--- src/rtl/i2cr_pkg.sv ---
package i2cr_pkg;
  localparam int NUM_DOMAINS = 3;

  typedef enum logic [1:0] {
    DOM_MAIN = 2'd0,
    DOM_SEC  = 2'd1,
    DOM_OUT  = 2'd2
  } domain_e;

  // strobes from the bus control to the register datapath
  typedef struct packed {
    logic       loadSub;
    logic       wrByte;
    logic       incSub;
    logic [7:0] byteVal;
  } busStrobes_t;

  function automatic domain_e domainOf(input int idx);
    return domain_e'(2'(idx % NUM_DOMAINS));
  endfunction
endpackage

--- src/rtl/i2cr_ctrl.sv ---
module i2cr_ctrl
  import i2cr_pkg::*;
#(
  parameter logic [6:0] DEV_ADDR = 7'h5E
) (
  input  logic        clk,
  input  logic        rstN,
  input  logic        sclIn,
  input  logic        sdaIn,
  input  logic [7:0]  rdByte,
  output busStrobes_t strb,
  output logic        sdaOe,
  output logic        sclLevel
);
  typedef enum logic [3:0] {
    ST_IDLE, ST_ADDR, ST_ACK_ADDR, ST_SUB, ST_ACK_SUB,
    ST_WDATA, ST_ACK_W, ST_RDATA, ST_RACK
  } state_e;

  logic [1:0] sclSync, sdaSync;
  logic       sclD, sdaD;
  logic       sclS, sdaS;
  logic       sclRise, sclFall, startDet, stopDet;
  state_e     state;
  logic [3:0] bitCnt;
  logic [7:0] shiftIn, txShift;
  logic       rwBit, mAck;

  assign sclS = sclSync[1];
  assign sdaS = sdaSync[1];
  assign sclLevel = sclS;

  always_ff @(posedge clk) begin
    if (!rstN) begin
      sclSync <= 2'b11;
      sdaSync <= 2'b11;
      sclD    <= 1'b1;
      sdaD    <= 1'b1;
    end else begin
      sclSync <= {sclSync[0], sclIn};
      sdaSync <= {sdaSync[0], sdaIn};
      sclD    <= sclS;
      sdaD    <= sdaS;
    end
  end

  assign sclRise  = sclS & ~sclD;
  assign sclFall  = ~sclS & sclD;
  assign startDet = sclS & sclD & sdaD & ~sdaS;
  assign stopDet  = sclS & sclD & ~sdaD & sdaS;

  always_ff @(posedge clk) begin
    if (!rstN) begin
      state   <= ST_IDLE;
      bitCnt  <= '0;
      shiftIn <= '0;
      txShift <= '0;
      rwBit   <= 1'b0;
      mAck    <= 1'b0;
      strb    <= '0;
    end else begin
      strb <= '0;
      if (startDet) begin
        state  <= ST_ADDR;
        bitCnt <= '0;
      end else if (stopDet) begin
        state <= ST_IDLE;
      end else begin
        case (state)
          ST_ADDR, ST_SUB, ST_WDATA: begin
            if (sclRise && bitCnt < 4'd8) begin
              shiftIn <= {shiftIn[6:0], sdaS};
              bitCnt  <= bitCnt + 4'd1;
            end else if (sclFall && bitCnt == 4'd8) begin
              bitCnt <= '0;
              if (state == ST_ADDR) begin
                if (shiftIn[7:1] == DEV_ADDR) begin
                  state <= ST_ACK_ADDR;
                  rwBit <= shiftIn[0];
                end else begin
                  state <= ST_IDLE;
                end
              end else if (state == ST_SUB) begin
                state        <= ST_ACK_SUB;
                strb.loadSub <= 1'b1;
                strb.byteVal <= shiftIn;
              end else begin
                state        <= ST_ACK_W;
                strb.wrByte  <= 1'b1;
                strb.byteVal <= shiftIn;
              end
            end
          end
          ST_ACK_ADDR: if (sclFall) begin
            if (rwBit) begin
              state   <= ST_RDATA;
              txShift <= rdByte;
            end else begin
              state <= ST_SUB;
            end
          end
          ST_ACK_SUB, ST_ACK_W: if (sclFall) state <= ST_WDATA;
          ST_RDATA: begin
            if (sclRise && bitCnt < 4'd8) begin
              bitCnt <= bitCnt + 4'd1;
            end else if (sclFall) begin
              if (bitCnt == 4'd8) begin
                bitCnt      <= '0;
                state       <= ST_RACK;
                strb.incSub <= 1'b1;
              end else begin
                txShift <= {txShift[6:0], 1'b0};
              end
            end
          end
          ST_RACK: begin
            if (sclRise) begin
              mAck <= ~sdaS;
            end else if (sclFall) begin
              if (mAck) begin
                state   <= ST_RDATA;
                txShift <= rdByte;
              end else begin
                state <= ST_IDLE;
              end
            end
          end
          default: state <= ST_IDLE;
        endcase
      end
    end
  end

  always_comb begin
    case (state)
      ST_ACK_ADDR, ST_ACK_SUB, ST_ACK_W: sdaOe = 1'b1;
      ST_RDATA:                          sdaOe = ~txShift[7];
      default:                           sdaOe = 1'b0;
    endcase
  end
endmodule

--- src/rtl/i2cr_datapath.sv ---
module i2cr_datapath
  import i2cr_pkg::*;
#(
  parameter int         NUM_REGS    = 32,
  parameter logic [7:0] STORE_SUB   = 8'hFF,
  parameter logic [7:0] STATUS_BASE = 8'h80
) (
  input  logic                  clk,
  input  logic                  rstN,
  input  busStrobes_t           strb,
  input  logic [NUM_DOMAINS-1:0] evt,
  output logic [7:0]            rdByte,
  output logic [NUM_REGS*8-1:0] regsOut,
  output logic [NUM_DOMAINS-1:0] pending,
  output logic                  storeHit
);
  localparam int IDXW = $clog2(NUM_REGS);

  logic [7:0] subAddr;
  logic [7:0] shadow [NUM_REGS];
  logic [7:0] active [NUM_REGS];

  assign storeHit = strb.wrByte && (subAddr == STORE_SUB);

  always_ff @(posedge clk) begin
    if (!rstN) begin
      subAddr <= '0;
    end else if (strb.loadSub) begin
      subAddr <= strb.byteVal;
    end else if (strb.wrByte || strb.incSub) begin
      subAddr <= subAddr + 8'd1;
    end
  end

  always_ff @(posedge clk) begin
    for (int i = 0; i < NUM_REGS; i++) begin
      if (!rstN) begin
        shadow[i] <= '0;
        active[i] <= '0;
      end else begin
        if (strb.wrByte && subAddr == 8'(i)) shadow[i] <= strb.byteVal;
        if (evt[domainOf(i)] && pending[domainOf(i)]) active[i] <= shadow[i];
      end
    end
  end

  generate
    for (genvar d = 0; d < NUM_DOMAINS; d++) begin : g_pend
      always_ff @(posedge clk) begin
        if (!rstN) pending[d] <= 1'b0;
        else       pending[d] <= storeHit | (pending[d] & ~evt[d]);
      end
    end
    for (genvar i = 0; i < NUM_REGS; i++) begin : g_out
      assign regsOut[i*8 +: 8] = active[i];
    end
  endgenerate

  always_comb begin
    rdByte = '0;
    if (int'(subAddr) < NUM_REGS) begin
      rdByte = active[subAddr[IDXW-1:0]];
    end else if (subAddr == STATUS_BASE) begin
      rdByte = {7'b0, pending[DOM_MAIN]};
    end else if (subAddr == STATUS_BASE + 8'd1) begin
      rdByte = {7'b0, pending[DOM_SEC]};
    end else if (subAddr == STATUS_BASE + 8'd2) begin
      rdByte = {7'b0, pending[DOM_OUT]};
    end
  end
endmodule

--- src/rtl/i2c_commit_regs.sv ---
module i2c_commit_regs
  import i2cr_pkg::*;
#(
  parameter int         NUM_REGS = 32,
  parameter logic [6:0] DEV_ADDR = 7'h5E
) (
  input  logic                  clk,
  input  logic                  rstN,
  input  logic                  sclIn,
  input  logic                  sdaIn,
  output logic                  sdaOe,
  input  logic                  vsyncMain,
  input  logic                  vsyncSec,
  input  logic                  outStart,
  output logic [NUM_REGS*8-1:0] regsOut
);
  busStrobes_t            strb;
  logic [7:0]             rdByte;
  logic [NUM_DOMAINS-1:0] evt;
  logic [NUM_DOMAINS-1:0] pending;
  logic                   storeHit;
  logic                   sclLevel;

  assign evt = {outStart, vsyncSec, vsyncMain};

  i2cr_ctrl #(.DEV_ADDR(DEV_ADDR)) u_ctrl (
    .clk(clk), .rstN(rstN), .sclIn(sclIn), .sdaIn(sdaIn),
    .rdByte(rdByte), .strb(strb), .sdaOe(sdaOe), .sclLevel(sclLevel)
  );

  i2cr_datapath #(.NUM_REGS(NUM_REGS)) u_dp (
    .clk(clk), .rstN(rstN), .strb(strb), .evt(evt),
    .rdByte(rdByte), .regsOut(regsOut), .pending(pending), .storeHit(storeHit)
  );
endmodule

--- config.mk ---
export PLATFORM = sky130hd
export DESIGN_NAME = i2c_commit_regs
export DESIGN_NICKNAME = d
export VERILOG_FILES = /design/src/rtl/i2cr_pkg.sv /design/src/rtl/i2cr_ctrl.sv /design/src/rtl/i2cr_datapath.sv /design/src/rtl/i2c_commit_regs.sv
export SDC_FILE = /design/constraint.sdc
export NUM_CORES = 1
export LEC_CHECK = 0
export BUFFER_PORTS_ARGS = -buffer_cell sky130_fd_sc_hd__buf_4
export CORE_MARGIN = 5
export CORE_UTILIZATION = 59
export CTS_CLUSTER_DIAMETER = 200
export DETAILED_ROUTE_END_ITERATION = 12
export PLACE_DENSITY = 0.8
export SYNTH_ARGS = -nofsm -noshare
export SYNTH_HDL_FRONTEND = slang
export SYNTH_SLANG_ARGS = --single-unit
--- constraint.sdc ---
create_clock -name clk -period 3.45 [get_ports clk]
set_clock_uncertainty 0.15 [all_clocks]
set_input_delay 0.1725 -clock clk [delete_from_list [all_inputs] [get_ports clk]]
set_output_delay 0.1725 -clock clk [all_outputs]
set_load 0.1 [all_outputs]
==> summary.md, run 1 <==
| Metric | Value |
|---|---|
| Status | `finished, final reports clean` |
| Fillers | `2551` |
| CTS Buffer Depth | `3` |
| Vias in the first global route | `between 10000 and 15000` |
| Max_slew headroom | `about 16%` |
| Clock transition at the registers of the reported paths | `around 60 ps` |
| Gr ovfl total | `0` |
| Final WL | `roughly 65000 um` |
| Layout cell share with drive strength beyond 1 | `between 20% and 30%` |
| Die Ht | `210.8 um` |
| CP Data Arrival Time | `~3000 ps` |
| Yosys reg bits | `about 570` |
| Tmin final | `~2700 ps` |
| Max-Cap Viols | `0` |
| CP bufs+invs | `1` |
| PortBufs | `about 260` |
| Core area | `39820 um^2` |
| Non-Filler Instances | `2495` |
| Initial Util | `59.76%` |
| IO Pins | `264` |
| Rows | `73` |
| Final period util | `around 77%` |
| Cell family with most CP delay | `multiplexers` |
| Setup bufs post-CTS | `0` |
| Post-Syn Area per Cell | `about 15 um^2` |
| DPL Wire Length | `43730 um` |
| Unrepaired setup endpoints after global routing | `no` |
| Overall Global Routing Usage | `28.91%` |
| Multi-input logic area | `6848 um^2` |
| Gpl congestion | `1.000` |
| Clk root buf | `clkbuf_16` |
| Full die area | `approximately 44000 um^2` |
| CTS Buf Count | `53` |
| Nets | `1937` |
| Initial DRT Pass Iterations | `8` |
| Clk sinks | `about 570` |
| Commonest non-fill, non-tap cell in the layout | `and2_1` |
| Initial drt markers | `roughly 1800` |
| Pins Over Slew Limit | `0` |
| Post-DRT Antenna Nets | `0` |
| DRC | `0` |
| Vias per inst | `6.007` |
| Final Hold Violating Endpoints | `0` |
| WS Path Type | `register to register` |
| Least-Margin Pin Slew | `~1300 ps` |
| Biggest area consumer among synthesized cells | `edfxtp_1` |
| Leakage | `about 10 nW` |
| CP max stage cell | `dfxtp_4` |
| Max Clock Freq | `0.3743 GHz` |
| CP Capture Type | `register` |
| First-pass GRT wire length | `about 95000 um` |
| Most frequent cells in the layout | `and2_1, edfxtp_1, buf_4` |
| Hold buffers post-CTS | `8` |
| Post-Syn Area | `23800 um^2` |
| H-tree Lvls | `2` |
| Placed cell count | `~2400` |
| Post-synth top area share | `between 60% and 70%` |
| Synth warn | `0` |
| Crit-path max FO | `24` |
| Final setup vio count | `0` |
| CP Launch Type | `register` |
| Post-CTS sizing | `0` |
| Yosys cell types | `50` |
| CTS tree | `yes` |
| Pwr Density | `roughly 550 nW/um^2` |
| Worst path max stage delay | `about 750 ps` |
| Vias | `14990` |
| Drt wl/cell | `26.00 um` |
| Syn nets | `~1600` |
| Post-synth EDFFs | `between 500 and 600` |
| DIE WIDTH | `210.8 um` |
| Peak VDD IR | `between 0.0004 and 0.0005 V` |
| Synth Flop Type | `edfxtp_1` |
| Final setup TNS | `0 ps` |
| Area Overhead vs Synth | `19.26%` |
| Post-synthesis sequential area ratio | `69.57%` |
| Worst-skew pair later-pin latency | `between 500 and 600 ps` |
| Register Area | `between 15000 and 20000 um^2` |
| Initial antenna violation count | `2` |
| Hold_ws | `roughly 260 ps` |
| Worst Hold Class | `register to register` |
| Crit path cell chain | `buf_4, mux4_2, mux2i_1, a22oi_1, nand4_1, o21ai_0` |
| Largest cells by area after synthesis | `edfxtp_1, and2_1, mux4_2` |
| Largest net degree at the start of global routing | `81` |
| Asr flop ratio synth | `0%` |
| Final Power | `around 16 mW` |
| Cells after Synth | `roughly 1600` |
| CP Data Required Time | `roughly 3800 ps` |
cell families (layout without fill, tap and decap cells):
kind of cell | count (synthesis) | count (layout) | synth area share [%]
buf+inv | 106 | 444 | 1.845
flops | 571 | 571 | 69.57
xor+xnor | 8 | 8 | 0.2944
compound gates | 134 | 134 | 3.507
other cells | 0 | 1 | 0
fa+ha+maj | 6 | 6 | 0.3154
mux | 83 | 83 | 6.882
simple gates | 723 | 723 | 17.59
synthesized netlist by cell type, types with 3 or more instances:
| library cell | count |
|---|---|
| and2_1 | 521 |
| edfxtp_1 | 512 |
| clkbuf_1 | 76 |
| nor2_1 | 75 |
| mux4_2 | 64 |
| dfxtp_1 | 59 |
| nand2_1 | 59 |
| o21ai_0 | 50 |
| a21oi_1 | 29 |
| nand3_1 | 15 |
| mux2i_1 | 14 |
| nand2b_1 | 13 |
| buf_2 | 12 |
| o22ai_1 | 12 |
| o22a_1 | 11 |
| inv_1 | 10 |
| nor3_1 | 9 |
| a31oi_1 | 7 |
| nor2b_1 | 7 |
| ha_1 | 6 |
| mux2_2 | 5 |
| o211ai_1 | 5 |
| xor2_1 | 5 |
| nand3b_1 | 4 |
| nand4_1 | 4 |
| or2_2 | 4 |
| a21o_1 | 3 |
| a311oi_1 | 3 |
| buf_1 | 3 |
| buf_4 | 3 |
| nor4_1 | 3 |
| xnor2_1 | 3 |
where the power goes:
part	internal [mW]	switching [mW]	total [mW]
registers	7.82	0.204	8.02
clock network	3.31	2.46	5.78
logic	0.347	1.43	1.78
registers in the layout, summed over array words and instances, names as in the netlist, 2 cells and up, named ones only:
signal          cells
u_ctrl.bitCnt       4
u_ctrl.sclSync      2
u_ctrl.sdaSync      2
u_ctrl.shiftIn      8
u_ctrl.state        4
u_ctrl.strb        11
u_ctrl.txShift      8
u_dp.active       256
u_dp.pending        3
u_dp.shadow       256
u_dp.subAddr        8
layout make-up:
class | instances | area share [%]
sequential | 571 | 58.38
inverter | 10 | 0.1323
timing repair buffer | 334 | 8.993
clock buffer | 76 | 5.268
clock inverter | 24 | 0.7759
tap | 525 | 2.314
multi-input combinational | 954 | 24.13
antenna | 1 | 0.008817
per-layer routing:
layer | global-route usage [%] | wire (um) | part of all wire, %
met5 | 0 | 0 | 0
met4 | 12.45 | 3097 | 4.8
met3 | 5.674 | 7131 | 11
met2 | 47.25 | 31780 | 49
met1 | 38.45 | 22860 | 35
worst paths after layout:
kind | to | cells past startpoint | start | slack, ps
setup / recovery | u_ctrl.txShift[4] | 6 | register | 780
hold / removal | u_ctrl.sdaSync[1] | 1 | u_ctrl.sdaSync[0] | 260
setup reg to reg | u_ctrl.txShift[4] | 6 | register | 780
hold reg to reg | u_ctrl.sdaSync[1] | 1 | u_ctrl.sdaSync[0] | 260
metrics by stage:
stage               setup WS [ps]  instance area, um^2  utilization, %
floorplan                   304.6                23800               -
global placement            832.0                26580           66.76
detailed placement          820.3                26580           66.76
CTS                         813.4                28380           71.26
global route                652.0                28380           71.26
finish                      778.6                28380           71.27
worst register-to-register path, stage by stage (launching register included):
cell     delay [ps]
dfxtp_4         750
buf_4           330
mux4_2          590
mux2i_1         410
a22oi_1         130
nand4_1         120
o21ai_0          80
Power figures use the tool's default switching activity.
==> run 2: changes to the inputs <==
- clock period: 3.45 -> 2.56 ns (I/O delays scaled with it)
==> summary.md, run 2 (synthesis results as in run 1) <==
| Metric | Value |
|---|---|
| Least-Margin Pin Slew | `945.8 ps (-315.7 ps)` |
| Final Power | `21.48 mW (+38%)` |
| R2R depth | `6 (unchanged)` |
| Initial antenna violation count | `0 (-2)` |
| Final period util | `94.42% (+17 points)` |
| First-pass GRT wire length | `97640 um (+3.1%)` |
| Status | `finished, final reports clean` |
| Core area | `39820 um^2 (unchanged)` |
| Clk root buf | `clkbuf_16` |
| Final instance area | `28700 um^2 (+1.1%)` |
| WS Path Type | `register to register` |
| Unrepaired setup endpoints after global routing | `no` |
| Full die area | `44450 um^2 (unchanged)` |
| CP Data Required Time | `2940 ps (-820 ps)` |
| CTS Buffer Depth | `3 (unchanged)` |
| Largest net degree at the start of global routing | `57 (-30%)` |
| Overall Global Routing Usage | `29.73% (+0.82 points)` |
| CP Capture Type | `register` |
| Clk sinks | `571 (unchanged)` |
| Tmin final | `2417 ps (-254.3 ps)` |
| Worst-skew pair later-pin latency | `580 ps (about the same)` |
| Vias in the first global route | `15000 (+1.2%)` |
| Final WL | `66870 um (+3.1%)` |
| Max_slew headroom | `36.94% (+21 points)` |
| Clock transition at the registers of the reported paths | `60 ps (about the same)` |
| Drt wl/cell | `26.59 um (+2.3%)` |
| Die Ht | `210.8 um (unchanged)` |
| Rows | `73 (unchanged)` |
| Initial DRT Pass Iterations | `7 (-1)` |
| Gpl congestion | `1.048 (+4.8%)` |
| Multi-input logic area | `6853 um^2 (about the same)` |
| IO Pins | `264 (unchanged)` |
| Register Area | `16570 um^2 (about the same)` |
| DPL Wire Length | `46910 um (+7.3%)` |
| Setup bufs post-CTS | `0 (unchanged)` |
| DRC | `0 (unchanged)` |
| Vias | `15130 (+0.97%)` |
| Initial drt markers | `1782 (+1.8%)` |
| Gr ovfl total | `0 (unchanged)` |
| CP Launch Type | `register` |
| Worst Hold Depth | `1 (unchanged)` |
| DIE WIDTH | `210.8 um (unchanged)` |
| Pins Over Slew Limit | `0 (unchanged)` |
| CTS tree | `yes` |
| Peak VDD IR | `0.0006863 V (+66%)` |
| Fillers | `2518 (-1.3%)` |
| Pwr Density | `748.4 nW/um^2 (+36%)` |
| Most frequent cells in the layout | `and2_1, edfxtp_1, buf_4` |
| Post-DRT Antenna Nets | `0 (unchanged)` |
| DP Area | `26780 um^2 (+0.74%)` |
| PortBufs | `263 (unchanged)` |
| Largest regs | `u_dp.active (256), u_dp.shadow (256), u_ctrl.strb (11)` |
| Crit-path max FO | `5 (-79%)` |
| Worst Hold Class | `register to register` |
| Leakage | `10.46 nW (+1.7%)` |
| Final Hold Violating Endpoints | `0 (unchanged)` |
| Initial Util | `59.76% (unchanged)` |
| Max Clock Freq | `0.4137 GHz (+11%)` |
| H-tree Lvls | `2 (unchanged)` |
| Commonest non-fill, non-tap cell in the layout | `and2_1` |
| Final setup vio count | `0 (unchanged)` |
| CP Data Arrival Time | `2800 ps (-180 ps)` |
| Nets | `1958 (+1.1%)` |
| Layout cell share with drive strength beyond 1 | `25.68% (+0.89 points)` |
| Final setup TNS | `0 ps (unchanged)` |
| Antenna diodes | `0 (-1)` |
| CTS Buf Count | `54 (+1.9%)` |
| Max-Cap Viols | `0 (unchanged)` |
| Vias per inst | `6.017 (+0.16%)` |
| Area Overhead vs Synth | `20.60%` |
==> run 2: layout make-up <==
class / instances / share of cell area [%]
clock buffer: 69 / 5.053
clock inverter: 32 / 1.304
inverter: 10 / 0.1308
multi-input combinational: 954 / 23.88
sequential: 571 / 57.75
tap: 525 / 2.289
timing repair buffer: 354 / 9.600
==> run 2: path summary, 6_finish.rpt <==
| path | start | end | slack (ps) |
|---|---|---|---|
| max | u_dp.subAddr[0] | u_dp.pending[0] | 140 |
| min | u_ctrl.sdaSync[0] | u_ctrl.sdaSync[1] | 260 |
| max reg2reg | u_dp.subAddr[0] | u_dp.pending[0] | 140 |
| min reg2reg | u_ctrl.sdaSync[0] | u_ctrl.sdaSync[1] | 260 |
==> run 2: power by group <==
group / switching [mW] / internal, mW / total (mW) / leakage, nW
clock: 3.34 / 4.90 / 8.24 / 0.887
combinational: 1.93 / 0.475 / 2.40 / 4.16
sequential: 0.304 / 10.5 / 10.8 / 5.41
==> run 2: layer usage <==
metal | wire [um] | up-vias | GRT usage, %
li1 | - | 6485 | -
met1 | 24150 | 7498 | 39.36
met2 | 32010 | 940 | 47.42
met3 | 6730 | 209 | 6.179
met4 | 3984 | 0 | 15.07
met5 | 0 | - | 0
==> run 2: worst max-delay path, stage by stage, from the launching register on <==
cell           delay (ps)
dfxtp_1               420
ha_1                  200
nand3_1               270
buf_4                 270
nor3_2                340
o21a_1                180
dlygate4sd3_1         540
==> run 2: repair_timing <==
action	CTS	global route
setup endpoints to repair	0	1
resized for setup	0	1
endpoints found under the hold margin	67	0
hold buffers	9	0
==> run 2: per-stage QoR <==
stage / instances / worst slack (ps) / hold WS [ps] / utilization [%]
2_1_floorplan: 1631 / -540.9 / 79.47 / -
3_3_place_gp: 2405 / 201.0 / 162.6 / 67.25
3_5_place_dp: 2405 / 182.0 / 165.5 / 67.25
4_1_cts: 2515 / 88.36 / 262.3 / 72.06
5_1_grt: 2515 / 62.59 / 280.2 / 72.07
6_report: 2515 / 143.0 / 262.3 / 72.07
